--- src/rtl/ifc_pkg.sv ---
package ifc_pkg;

  typedef enum logic [1:0] {
    ST_IDLE  = 2'd0,
    ST_ARMED = 2'd1,
    ST_OPEN  = 2'd2
  } gate_st_e;

  typedef struct packed {
    logic       spare;
    logic       use_fm;
    logic [1:0] gate_sel;
  } mode_t;

  localparam int MODE_W = $bits(mode_t);

endpackage

--- src/rtl/ifc_edge_prescale.sv ---
module ifc_edge_prescale #(
  parameter int FM_DIV_LOG2 = 1
) (
  input  logic clk_i,
  input  logic rst_ni,
  input  logic am_i,
  input  logic fm_i,
  input  logic use_fm_i,
  input  logic en_i,
  input  logic clr_i,
  output logic pulse_o
);

  logic am_q, fm_q;
  logic am_rise, fm_rise;

  assign am_rise = am_i & ~am_q;
  assign fm_rise = fm_i & ~fm_q;

  always_ff @(posedge clk_i or negedge rst_ni) begin
    if (!rst_ni) begin
      am_q <= 1'b0;
      fm_q <= 1'b0;
    end else begin
      am_q <= am_i;
      fm_q <= fm_i;
    end
  end

  logic fm_out;

  generate
    if (FM_DIV_LOG2 == 0) begin : g_fm_direct
      assign fm_out = fm_rise;
    end else begin : g_fm_div
      logic [FM_DIV_LOG2-1:0] div_q, div_d;
      logic                   fm_step;

      assign fm_step = en_i & use_fm_i & fm_rise;

      always_comb begin
        div_d = div_q;
        if (clr_i) begin
          div_d = '0;
        end else if (fm_step) begin
          div_d = div_q + 1'b1;
        end
      end

      always_ff @(posedge clk_i or negedge rst_ni) begin
        if (!rst_ni) begin
          div_q <= '0;
        end else begin
          div_q <= div_d;
        end
      end

      assign fm_out = fm_rise & (&div_q);
    end
  endgenerate

  assign pulse_o = en_i & (use_fm_i ? fm_out : am_rise);

endmodule

--- src/rtl/ifc_sat_counter.sv ---
module ifc_sat_counter #(
  parameter int CNT_W = 16
) (
  input  logic             clk_i,
  input  logic             rst_ni,
  input  logic             clr_i,
  input  logic             inc_i,
  output logic [CNT_W-1:0] cnt_o
);

  localparam logic [CNT_W-1:0] CNT_MAX = {CNT_W{1'b1}};

  logic [CNT_W-1:0] cnt_q, cnt_d;
  logic             at_max;

  assign at_max = (cnt_q == CNT_MAX);

  always_comb begin
    cnt_d = cnt_q;
    if (clr_i) begin
      cnt_d = '0;
    end else if (inc_i && !at_max) begin
      cnt_d = cnt_q + 1'b1;
    end
  end

  always_ff @(posedge clk_i or negedge rst_ni) begin
    if (!rst_ni) begin
      cnt_q <= '0;
    end else begin
      cnt_q <= cnt_d;
    end
  end

  assign cnt_o = cnt_q;

  // once at the top, the value stays there until a clear
  assert_sat_hold_R9: assert property (@(posedge clk_i) disable iff (!rst_ni)
    (at_max && !clr_i) |=> (cnt_q == CNT_MAX));

  // without an increment or a clear, the value does not move
  assert_hold_idle_R8: assert property (@(posedge clk_i) disable iff (!rst_ni)
    (!inc_i && !clr_i) |=> $stable(cnt_q));

  // a clear request gives zero in the next cycle
  assert_clear_zero_R6: assert property (@(posedge clk_i) disable iff (!rst_ni)
    clr_i |=> (cnt_q == '0));

endmodule

--- src/rtl/ifc_gate_ctrl.sv ---
module ifc_gate_ctrl
  import ifc_pkg::*;
#(
  parameter int LEN_SHORT = 1,
  parameter int LEN_MID   = 4,
  parameter int LEN_LONG  = 8
) (
  input  logic  clk_i,
  input  logic  rst_ni,
  input  logic  chip_en_i,
  input  logic  tick_i,
  input  logic  mode_we_i,
  input  mode_t mode_i,
  output logic  arm_o,
  output logic  open_o,
  output logic  busy_o,
  output logic  done_o,
  output logic  use_fm_o
);

  localparam int LEN_A   = (LEN_SHORT > LEN_MID) ? LEN_SHORT : LEN_MID;
  localparam int LEN_MAX = (LEN_A > LEN_LONG) ? LEN_A : LEN_LONG;
  localparam int TICK_W  = $clog2(LEN_MAX + 1);

  function automatic logic [TICK_W-1:0] sel_len(input logic [1:0] sel);
    case (sel)
      2'b01:   sel_len = TICK_W'(LEN_SHORT);
      2'b10:   sel_len = TICK_W'(LEN_MID);
      2'b11:   sel_len = TICK_W'(LEN_LONG);
      default: sel_len = '0;
    endcase
  endfunction

  gate_st_e          state_q, state_d;
  logic [TICK_W-1:0] left_q, left_d;
  logic              done_q, done_d;
  logic              fm_q, fm_d;
  logic              wr_ok;

  assign wr_ok = chip_en_i & mode_we_i;
  assign arm_o = wr_ok & (mode_i.gate_sel != 2'b00);

  always_comb begin
    state_d = state_q;
    left_d  = left_q;
    done_d  = 1'b0;
    fm_d    = fm_q;
    if (!chip_en_i) begin
      state_d = ST_IDLE;
      left_d  = '0;
    end else if (mode_we_i) begin
      fm_d = mode_i.use_fm;
      if (mode_i.gate_sel != 2'b00) begin
        state_d = ST_ARMED;
        left_d  = sel_len(mode_i.gate_sel);
      end else begin
        state_d = ST_IDLE;
        left_d  = '0;
      end
    end else begin
      case (state_q)
        ST_ARMED: begin
          if (tick_i) begin
            state_d = ST_OPEN;
          end
        end
        ST_OPEN: begin
          if (tick_i) begin
            if (left_q <= TICK_W'(1)) begin
              state_d = ST_IDLE;
              left_d  = '0;
              done_d  = 1'b1;
            end else begin
              left_d = left_q - 1'b1;
            end
          end
        end
        default: begin
          state_d = ST_IDLE;
        end
      endcase
    end
  end

  always_ff @(posedge clk_i or negedge rst_ni) begin
    if (!rst_ni) begin
      state_q <= ST_IDLE;
      left_q  <= '0;
      done_q  <= 1'b0;
      fm_q    <= 1'b0;
    end else begin
      state_q <= state_d;
      left_q  <= left_d;
      done_q  <= done_d;
      fm_q    <= fm_d;
    end
  end

  assign open_o   = (state_q == ST_OPEN) & chip_en_i;
  assign busy_o   = (state_q != ST_IDLE);
  assign done_o   = done_q;
  assign use_fm_o = fm_q;

  // the done pulse lasts a single cycle
  assert_irq_single_R5: assert property (@(posedge clk_i) disable iff (!rst_ni)
    done_q |=> !done_q);

  // a done pulse only follows a tick seen while the window was open
  assert_irq_after_open_R5: assert property (@(posedge clk_i) disable iff (!rst_ni)
    $rose(done_q) |-> $past(state_q == ST_OPEN && tick_i));

  // chip enable low leaves the gate idle with no done pulse
  assert_ce_abort_R8: assert property (@(posedge clk_i) disable iff (!rst_ni)
    !chip_en_i |=> (state_q == ST_IDLE && !done_q));

endmodule

--- src/rtl/ifc_gated_counter.sv ---
module ifc_gated_counter
  import ifc_pkg::*;
#(
  parameter int CNT_W       = 16,
  parameter int FM_DIV_LOG2 = 1,
  parameter int LEN_SHORT   = 1,
  parameter int LEN_MID     = 4,
  parameter int LEN_LONG    = 8
) (
  input  logic                 clk_i,
  input  logic                 rst_ni,
  input  logic                 chip_en_i,
  input  logic                 tick_1k_i,
  input  logic                 am_pulse_i,
  input  logic                 fm_pulse_i,
  input  logic                 mode_we_i,
  input  logic [3:0]           mode_wdata_i,
  output logic [CNT_W/2-1:0]   cnt_lo_o,
  output logic [CNT_W/2-1:0]   cnt_hi_o,
  output logic                 busy_o,
  output logic                 done_irq_o
);

  localparam int HALF_W = CNT_W / 2;

  logic rst_meta_q, rst_sync_q;

  always_ff @(posedge clk_i or negedge rst_ni) begin
    if (!rst_ni) begin
      rst_meta_q <= 1'b0;
      rst_sync_q <= 1'b0;
    end else begin
      rst_meta_q <= 1'b1;
      rst_sync_q <= rst_meta_q;
    end
  end

  mode_t            mode_w;
  logic             arm, open, use_fm, pulse;
  logic [CNT_W-1:0] cnt;

  assign mode_w = mode_t'(mode_wdata_i[MODE_W-1:0]);

  ifc_gate_ctrl #(
    .LEN_SHORT (LEN_SHORT),
    .LEN_MID   (LEN_MID),
    .LEN_LONG  (LEN_LONG)
  ) u_gate (
    .clk_i     (clk_i),
    .rst_ni    (rst_sync_q),
    .chip_en_i (chip_en_i),
    .tick_i    (tick_1k_i),
    .mode_we_i (mode_we_i),
    .mode_i    (mode_w),
    .arm_o     (arm),
    .open_o    (open),
    .busy_o    (busy_o),
    .done_o    (done_irq_o),
    .use_fm_o  (use_fm)
  );

  ifc_edge_prescale #(
    .FM_DIV_LOG2 (FM_DIV_LOG2)
  ) u_pre (
    .clk_i    (clk_i),
    .rst_ni   (rst_sync_q),
    .am_i     (am_pulse_i),
    .fm_i     (fm_pulse_i),
    .use_fm_i (use_fm),
    .en_i     (open),
    .clr_i    (arm),
    .pulse_o  (pulse)
  );

  ifc_sat_counter #(
    .CNT_W (CNT_W)
  ) u_cnt (
    .clk_i  (clk_i),
    .rst_ni (rst_sync_q),
    .clr_i  (arm),
    .inc_i  (pulse),
    .cnt_o  (cnt)
  );

  assign cnt_lo_o = cnt[HALF_W-1:0];
  assign cnt_hi_o = cnt[CNT_W-1:HALF_W];

  // counting happens only while a measurement is in progress
  assert_count_in_busy_R5: assert property (@(posedge clk_i) disable iff (!rst_sync_q)
    pulse |-> busy_o);

  // no count pulse reaches the counter while chip enable is low
  assert_no_count_ce_low_R8: assert property (@(posedge clk_i) disable iff (!rst_sync_q)
    !chip_en_i |-> !pulse);

endmodule

--- config.mk ---
export PLATFORM = sky130hd
export DESIGN_NAME = ifc_gated_counter
export DESIGN_NICKNAME = d
export VERILOG_FILES = /design/src/rtl/ifc_pkg.sv /design/src/rtl/ifc_edge_prescale.sv /design/src/rtl/ifc_sat_counter.sv /design/src/rtl/ifc_gate_ctrl.sv /design/src/rtl/ifc_gated_counter.sv
export SDC_FILE = /design/constraint.sdc
export NUM_CORES = 1
export LEC_CHECK = 0
export ABC_AREA = 0
export BUFFER_PORTS_ARGS = -buffer_cell sky130_fd_sc_hd__clkbuf_2
export CAP_MARGIN = 20
export CORE_MARGIN = 8
export CORE_UTILIZATION = 50
export DETAILED_ROUTE_END_ITERATION = 10
export GPL_TIMING_DRIVEN = 0
export PLACE_DENSITY = 0.72
export SYNTH_ARGS = -nofsm -noshare
export SYNTH_HDL_FRONTEND = slang
export SYNTH_HIERARCHICAL = 1
export SYNTH_SLANG_ARGS = --single-unit
--- constraint.sdc ---
create_clock -name clk_i -period 1.2 [get_ports clk_i]
set_input_delay 0.12 -clock clk_i [delete_from_list [all_inputs] [get_ports clk_i]]
set_output_delay 0.12 -clock clk_i [all_outputs]
set_load 0.02 [all_outputs]
==> Word-level counts from Yosys, hierarchy flattened <==
Cells that the tools add are included.
Widths: inputs -> output; s select.
{ "word_totals": {"inputBits": 11, "regBits": 29, "wordCells": 69, "out_inout_bits": 18} }
{ "classes": {"n_eq_ne": 11, "addsub": 3, "reduce_logical": 9, "muxes": 24, "order_cmp": 1, "bitwise": 11} }
{ "ops": {"columns": ["cell", "n"], "rows": [
  ["$mux 16", 2],
  ["$mux 4", 6],
  ["$add 16x1->16 const B", 1],
  ["$eq 16x16->1 const B", 1],
  ["$pmux 4 s3", 1],
  ["$mux 2", 5],
  ["$and 1x1->1", 9],
  ["$mux 1", 9],
  ["$ne 4x4->1 const B", 2],
  ["$reduce_bool 2->1", 4],
  ["$eq 2x2->1 const B", 3],
  ["$ne 3x1->1 const B", 2],
  ["$eq 2x1->1 const B", 2],
  ["$le 4x1->1 const B", 1],
  ["$ne 4x3->1 const B", 1],
  ["$pmux 2 s2", 1],
  ["$reduce_and 2->1", 2],
  ["$sub 4x1->4 const B", 1],
  ["$reduce_and 3->1", 1],
  ["$not 1->1", 2],
  ["$add 1x1->1 const B", 1],
  ["$logic_and 1x1->1", 1],
  ["$logic_not 1->1", 1]
]} }

==> Logic depth before layout (Yosys ltp) <==
{ "logic_depth": {"depth_word": 8, "ltp_mapped": 7, "mapped_depth_nobuf": 7} }

==> By module <==
The synthesis kept the hierarchy.
{ "modules_own_cells": {"columns": ["mod", "area_each_um2", "cells_per_inst", "instances", "seq_area_each_um2"], "rows": [
  ["ifc_sat_counter", 980.9, 103, 1, 400.4],
  ["ifc_gate_ctrl", 514.2, 54, 1, 200.2],
  ["ifc_edge_prescale", 130.1, 10, 1, 75.1],
  ["ifc_gated_counter", 53.8, 3, 1, 50.0]
]} }

==> Least setup slack after synthesis <==
No wires, ideal clock.
{ "synth_path": {"kind": "register to register", "from": "register u_gate.state_q[0]", "to": "register u_cnt.cnt_q[11], in the netlist u_cnt/cnt_o[11]", "synth_period_minus_slack_ps": 2029, "stages_incl_launch_ff": 8, "setup_slack_ps": -829, "arrival_time_ps": 1951, "path_cell_list": "dfrtp_1 -> and2b_1 -> and2_1 -> a21boi_1 -> and3_1 -> nand4_1 -> or4_1 -> a21oi_1"} }
{ "synth_between": {"elab_chain_cells": 5} }
{ "synth_rtl": {"columns": ["item", "line", "source"], "rows": [
  ["start, declared", "ifc_gate_ctrl.sv:34", "gate_st_e state_q, state_d;"],
  ["start signal, assigned", "ifc_gate_ctrl.sv:92", "state_q <= state_d;"],
  ["$eq 2x2->1", "ifc_gate_ctrl.sv:99", "assign open_o = (state_q == ST_OPEN) & chip_en_i;"],
  ["$and 1x1->1", "ifc_gate_ctrl.sv:99", null],
  ["named net open", "ifc_gated_counter.sv:39", "logic arm, open, use_fm, pulse;"],
  ["$and 1x1->1", "ifc_edge_prescale.sv:62", "assign pulse_o = en_i & (use_fm_i ? fm_out : am_rise);"],
  ["named net pulse", "ifc_gated_counter.sv:39", null],
  ["$logic_and 1x1->1", "ifc_sat_counter.sv:22", "end else if (inc_i && !at_max) begin"],
  ["$reduce_bool 2->1 (no line)", null, null],
  ["end signal, assigned", "ifc_sat_counter.sv:31", "cnt_q <= cnt_d;"],
  ["end, declared", "ifc_sat_counter.sv:13", "logic [CNT_W-1:0] cnt_q, cnt_d;"]
]} }
The timed path passes the listed nets, and every way through them passes these cells.
A chain may end at the register's enable or synchronous reset.

==> Worst setup path after layout <==
{ "layout_path": {"from": "register u_gate.fm_q, in the netlist u_gate/use_fm_o", "to": "register u_cnt.cnt_q[11], in the netlist u_cnt/cnt_o[11]"} }
{ "layout_between": {"elab_chain_cells": 4} }
{ "layout_rtl": {"columns": ["item", "line", "source"], "rows": [
  ["start, declared", "ifc_gate_ctrl.sv:37", "logic fm_q, fm_d;"],
  ["start signal, assigned", "ifc_gate_ctrl.sv:95", "fm_q <= fm_d;"],
  ["$mux 1", "ifc_edge_prescale.sv:62", null],
  ["$and 1x1->1", "ifc_edge_prescale.sv:62", null],
  ["named net pulse", "ifc_gated_counter.sv:39", null],
  ["$logic_and 1x1->1", "ifc_sat_counter.sv:22", null],
  ["$reduce_bool 2->1 (no line)", null, null]
]} }
The timed path passes the listed nets, and every way through them passes these cells.

==> summary.md <==
| Metric | Value |
|---|---|
| Ys Warns | `6` |
| Num rows | `21` |
| GP Congestion | `0.882` |
| Placement Cell Area | `0.00194 mm²` |
| Die Area | `0.00547 mm²` |
| Min cycle time layout | `1980 ps` |
| Setup TNS | `-11710 ps` |
| Post-synth cell types | `52` |
| Overflow after GRT | `0` |
| Crit. End Element | `flop` |
| Storage cell area | `737 µm²` |
| Share of layout cells above drive strength 1 | `53.8%` |
| Num CTS Buffers | `5` |
| Multi-input logic area | `0.00119 mm²` |
| Area share of the leading cell type in the synthesized netlist | `43.2%` |
| Avg Inst Size Synth | `9.88 µm²` |
| CTS root buf | `clkbuf_4` |
| # placed instances | `243` |
| DRT Pass-1 Iters | `4` |
| Hold Vio Cnt, Final | `0` |
| P_leak | `0.00108 µW` |
| Top post-synthesis cells by count | `dfrtp_1, nor2_1, nor2b_1, a21oi_1, inv_1` |
| R2R Path End | `u_cnt/cnt_o[11]` |
| P&R area growth vs syn | `50.1%` |
| Post-DP HPWL | `2.75 mm` |
| Sink Count | `29` |
| Crit path required time | `1460 ps` |
| Max-slew violations | `0` |
| Sw frac | `27.2%` |
| Worst-path clk slew | `100 ps` |
| Asr flop ratio synth | `100%` |
| Setup ws final | `-783 ps` |
| Worst Reg2Reg Path Length in Cells | `6` |
| Failing checks | `setup timing` |
| Vias in the first global route | `1617` |
| Largest cells by area after synthesis | `dfrtp_1, nor2b_1, mux2_1` |
| Max Clock Freq | `504 MHz` |
| Final-layout fill cell count | `218` |
| CP arrival | `2250 ps` |
| Post-synth EDFFs | `0` |
| Post-synthesis sequential area ratio | `43.2%` |
| Clock share of power | `31.7%` |
| Height of the die | `74.0 µm` |
| Number of nets in the layout | `247` |
| Critical hold path startpoint | `mode_wdata_i[2]` |
| Cell taking the most area after synthesis | `dfrtp_1` |
| Peak VDD IR | `0.000634 V` |
| H-tree depth | `2` |
| Max Buffers Root-to-Sink | `2` |
| Sink of the worst hold path | `u_gate/use_fm_o` |
| Drt first-iter violations | `95` |
| Final clock period utilization by the worst path | `165%` |
| MaxCap Viol Count | `0` |
| Power density over the cells | `727 mW/mm²` |
| Vias | `1589` |
| Slew HR | `55.7%` |
| Worst Hold Depth | `2` |
| Fin area | `0.00252 mm²` |
| Pint | `1330 µW` |
| Worst Max-Slew Pin Slew | `659 ps` |
| Synthesized net count | `184` |
| Core Region | `0.00328 mm²` |
| IO Pins | `29` |
| Setup violators final | `25` |
| CP max FO | `4` |
| Routed Antenna Nets | `0` |
| Seq pwr share | `55.8%` |
| PortBufs | `27` |
| Die X | `74.0 µm` |
| Top_reg_cell synth | `dfrtp_1` |
| Reg2reg setup slack | `-780 ps` |
| Count leader, synth | `dfrtp_1` |
| Final worst clock skew | `7.81 ps` |
| Worst-Skew Late Latency | `330 ps` |
| Final WL | `4.73 mm` |
| DRC | `0` |
| Pin count of the biggest net entering global routing | `28` |
| Hold crit path type | `primary input to flop` |
| Initial Util | `51.1%` |
| Net Sw Power | `499 µW` |
| All-Layer GR Usage | `17.7%` |
| Outcome | `finished with violations` |
| Part of the power in combinational logic | `12.5%` |
| Synth Register Bits | `29` |
| Startpoint types | `flop` |
| RSZ-0062 raised after global routing | `yes` |
| Diodes inserted | `0` |
| First-pass GRT wire length | `7.56 mm` |
| Routed WL per cell | `16.9 µm` |
| CTS tree | `built` |
| Via density | `5.68` |
| Cell Count, Final, Fillers Out | `280` |
| Cell count after synthesis | `170` |
| Initial antenna violation count | `0` |
| Critical path class | `flop to flop` |
| RR Startpoint | `u_gate/use_fm_o` |
| Post-synthesis cell area | `0.00168 mm²` |
[power groups by stage]
stage / combinational (µW) / sequential (µW) / clock, µW
3_3_place_gp: 131 / 1050 / 0
3_5_place_dp: 136 / 1050 / 0
4_1_cts: 184 / 1030 / 597
5_1_grt: 253 / 1030 / 642
6_report: 229 / 1020 / 581
2_1_floorplan: 91.2 / 1040 / 0
[kinds of logic (layout without fill, tap and decap cells)]
| logic type | after synthesis | count (layout) | synth area share, % |
|---|---|---|---|
| and+or+nand+nor | 79 | 79 | 29.4 |
| buffers and inverters | 15 | 79 | 3.87 |
| adders and majority gates | 3 | 3 | 2.24 |
| other | 1 | 1 | 0.223 |
| AOI/OAI and AO/OA | 30 | 30 | 12.4 |
| DFF | 29 | 29 | 43.2 |
| muxes | 13 | 13 | 8.64 |
[final cells by class]
class                   instances  share of cell area [%]
inverters                       9                    1.34
flip-flops and latches         29                    29.2
plain buffers                   6                    1.34
clock buffers                   6                    1.64
clock inverters                 2                   0.397
multi-input cells             126                    47.2
repair buffers                 56                    16.5
well taps                      46                    2.28
[what timing repair did]
item                                    4_1_cts  5_1_grt
setup buffers                                16       12
pin swaps                                    15        7
hold endpoints to repair                      4        0
gates cloned                                  0        0
endpoints found under the setup margin       52       26
gates resized for setup                      41       25
hold buffers                                  3        0
[placed cells by master (no fill, tap or decap), types with 6 or more instances in the layout]
master,Yosys,final
dfrtp_2,0,9
nor2b_1,11,11
buf_6,1,10
buf_4,0,17
inv_1,9,7
dfrtp_1,29,20
mux2_4,0,9
nor2_1,17,16
nand2_1,8,6
clkbuf_2,0,28
[metal layers]
| metal | vias up | GRT usage (%) | share of wire, % |
|---|---|---|---|
| met5 | - | 0 | 0 |
| met4 | 0 | 7.54 | 1.4 |
| met3 | 9 | 4.18 | 5.0 |
| met2 | 46 | 30.7 | 52 |
| met1 | 785 | 20.1 | 42 |
| li1 | 749 | - | - |
[state kept, by name, summed over array words and instances (netlist names)]
name and flops:
u_cnt/cnt_o 16, u_gate/left_q 4, u_gate/state_q 2, rst_meta_q 1, rst_sync_q 1, u_gate/done_o 1, u_gate/use_fm_o 1, u_pre/am_q 1
u_pre/fm_q 1, u_pre/g_fm_div.div_q 1
[stage by stage]
step	hold slack, ps	setup slack, ps	power [µW]	utilization (%)
4_1_cts	16.0	-755	1820	70.9
6_report	26.6	-783	1830	76.7
3_3_place_gp	-94.5	-957	1180	59.0
5_1_grt	24.6	-870	1920	76.7
3_5_place_dp	-91.3	-1020	1190	59.0
2_1_floorplan	-176	-697	1140	-
[worst max-delay path, cell delays in order, from the launching register on]
cell	delay [ps]
dfrtp_1	400
or3b_4	390
a21boi_4	210
and3_4	250
nand4_1	110
or4_1	430
a21oi_2	130
[worst max-delay path by stage]
stage                            from         endpoint  slack [ps]  depth (start not counted)
floorplan             u_gate/use_fm_o  u_cnt/cnt_o[11]        -700                          6
CTS                   u_gate/use_fm_o  u_cnt/cnt_o[12]        -750                          6
detailed placement  u_gate/state_q[0]  u_cnt/cnt_o[12]       -1020                          6
global placement    u_gate/state_q[0]  u_cnt/cnt_o[12]        -960                          6
global route        u_gate/state_q[0]  u_cnt/cnt_o[11]        -870                          7
finish                u_gate/use_fm_o  u_cnt/cnt_o[11]        -780                          6
Power figures use the tool's default switching activity.
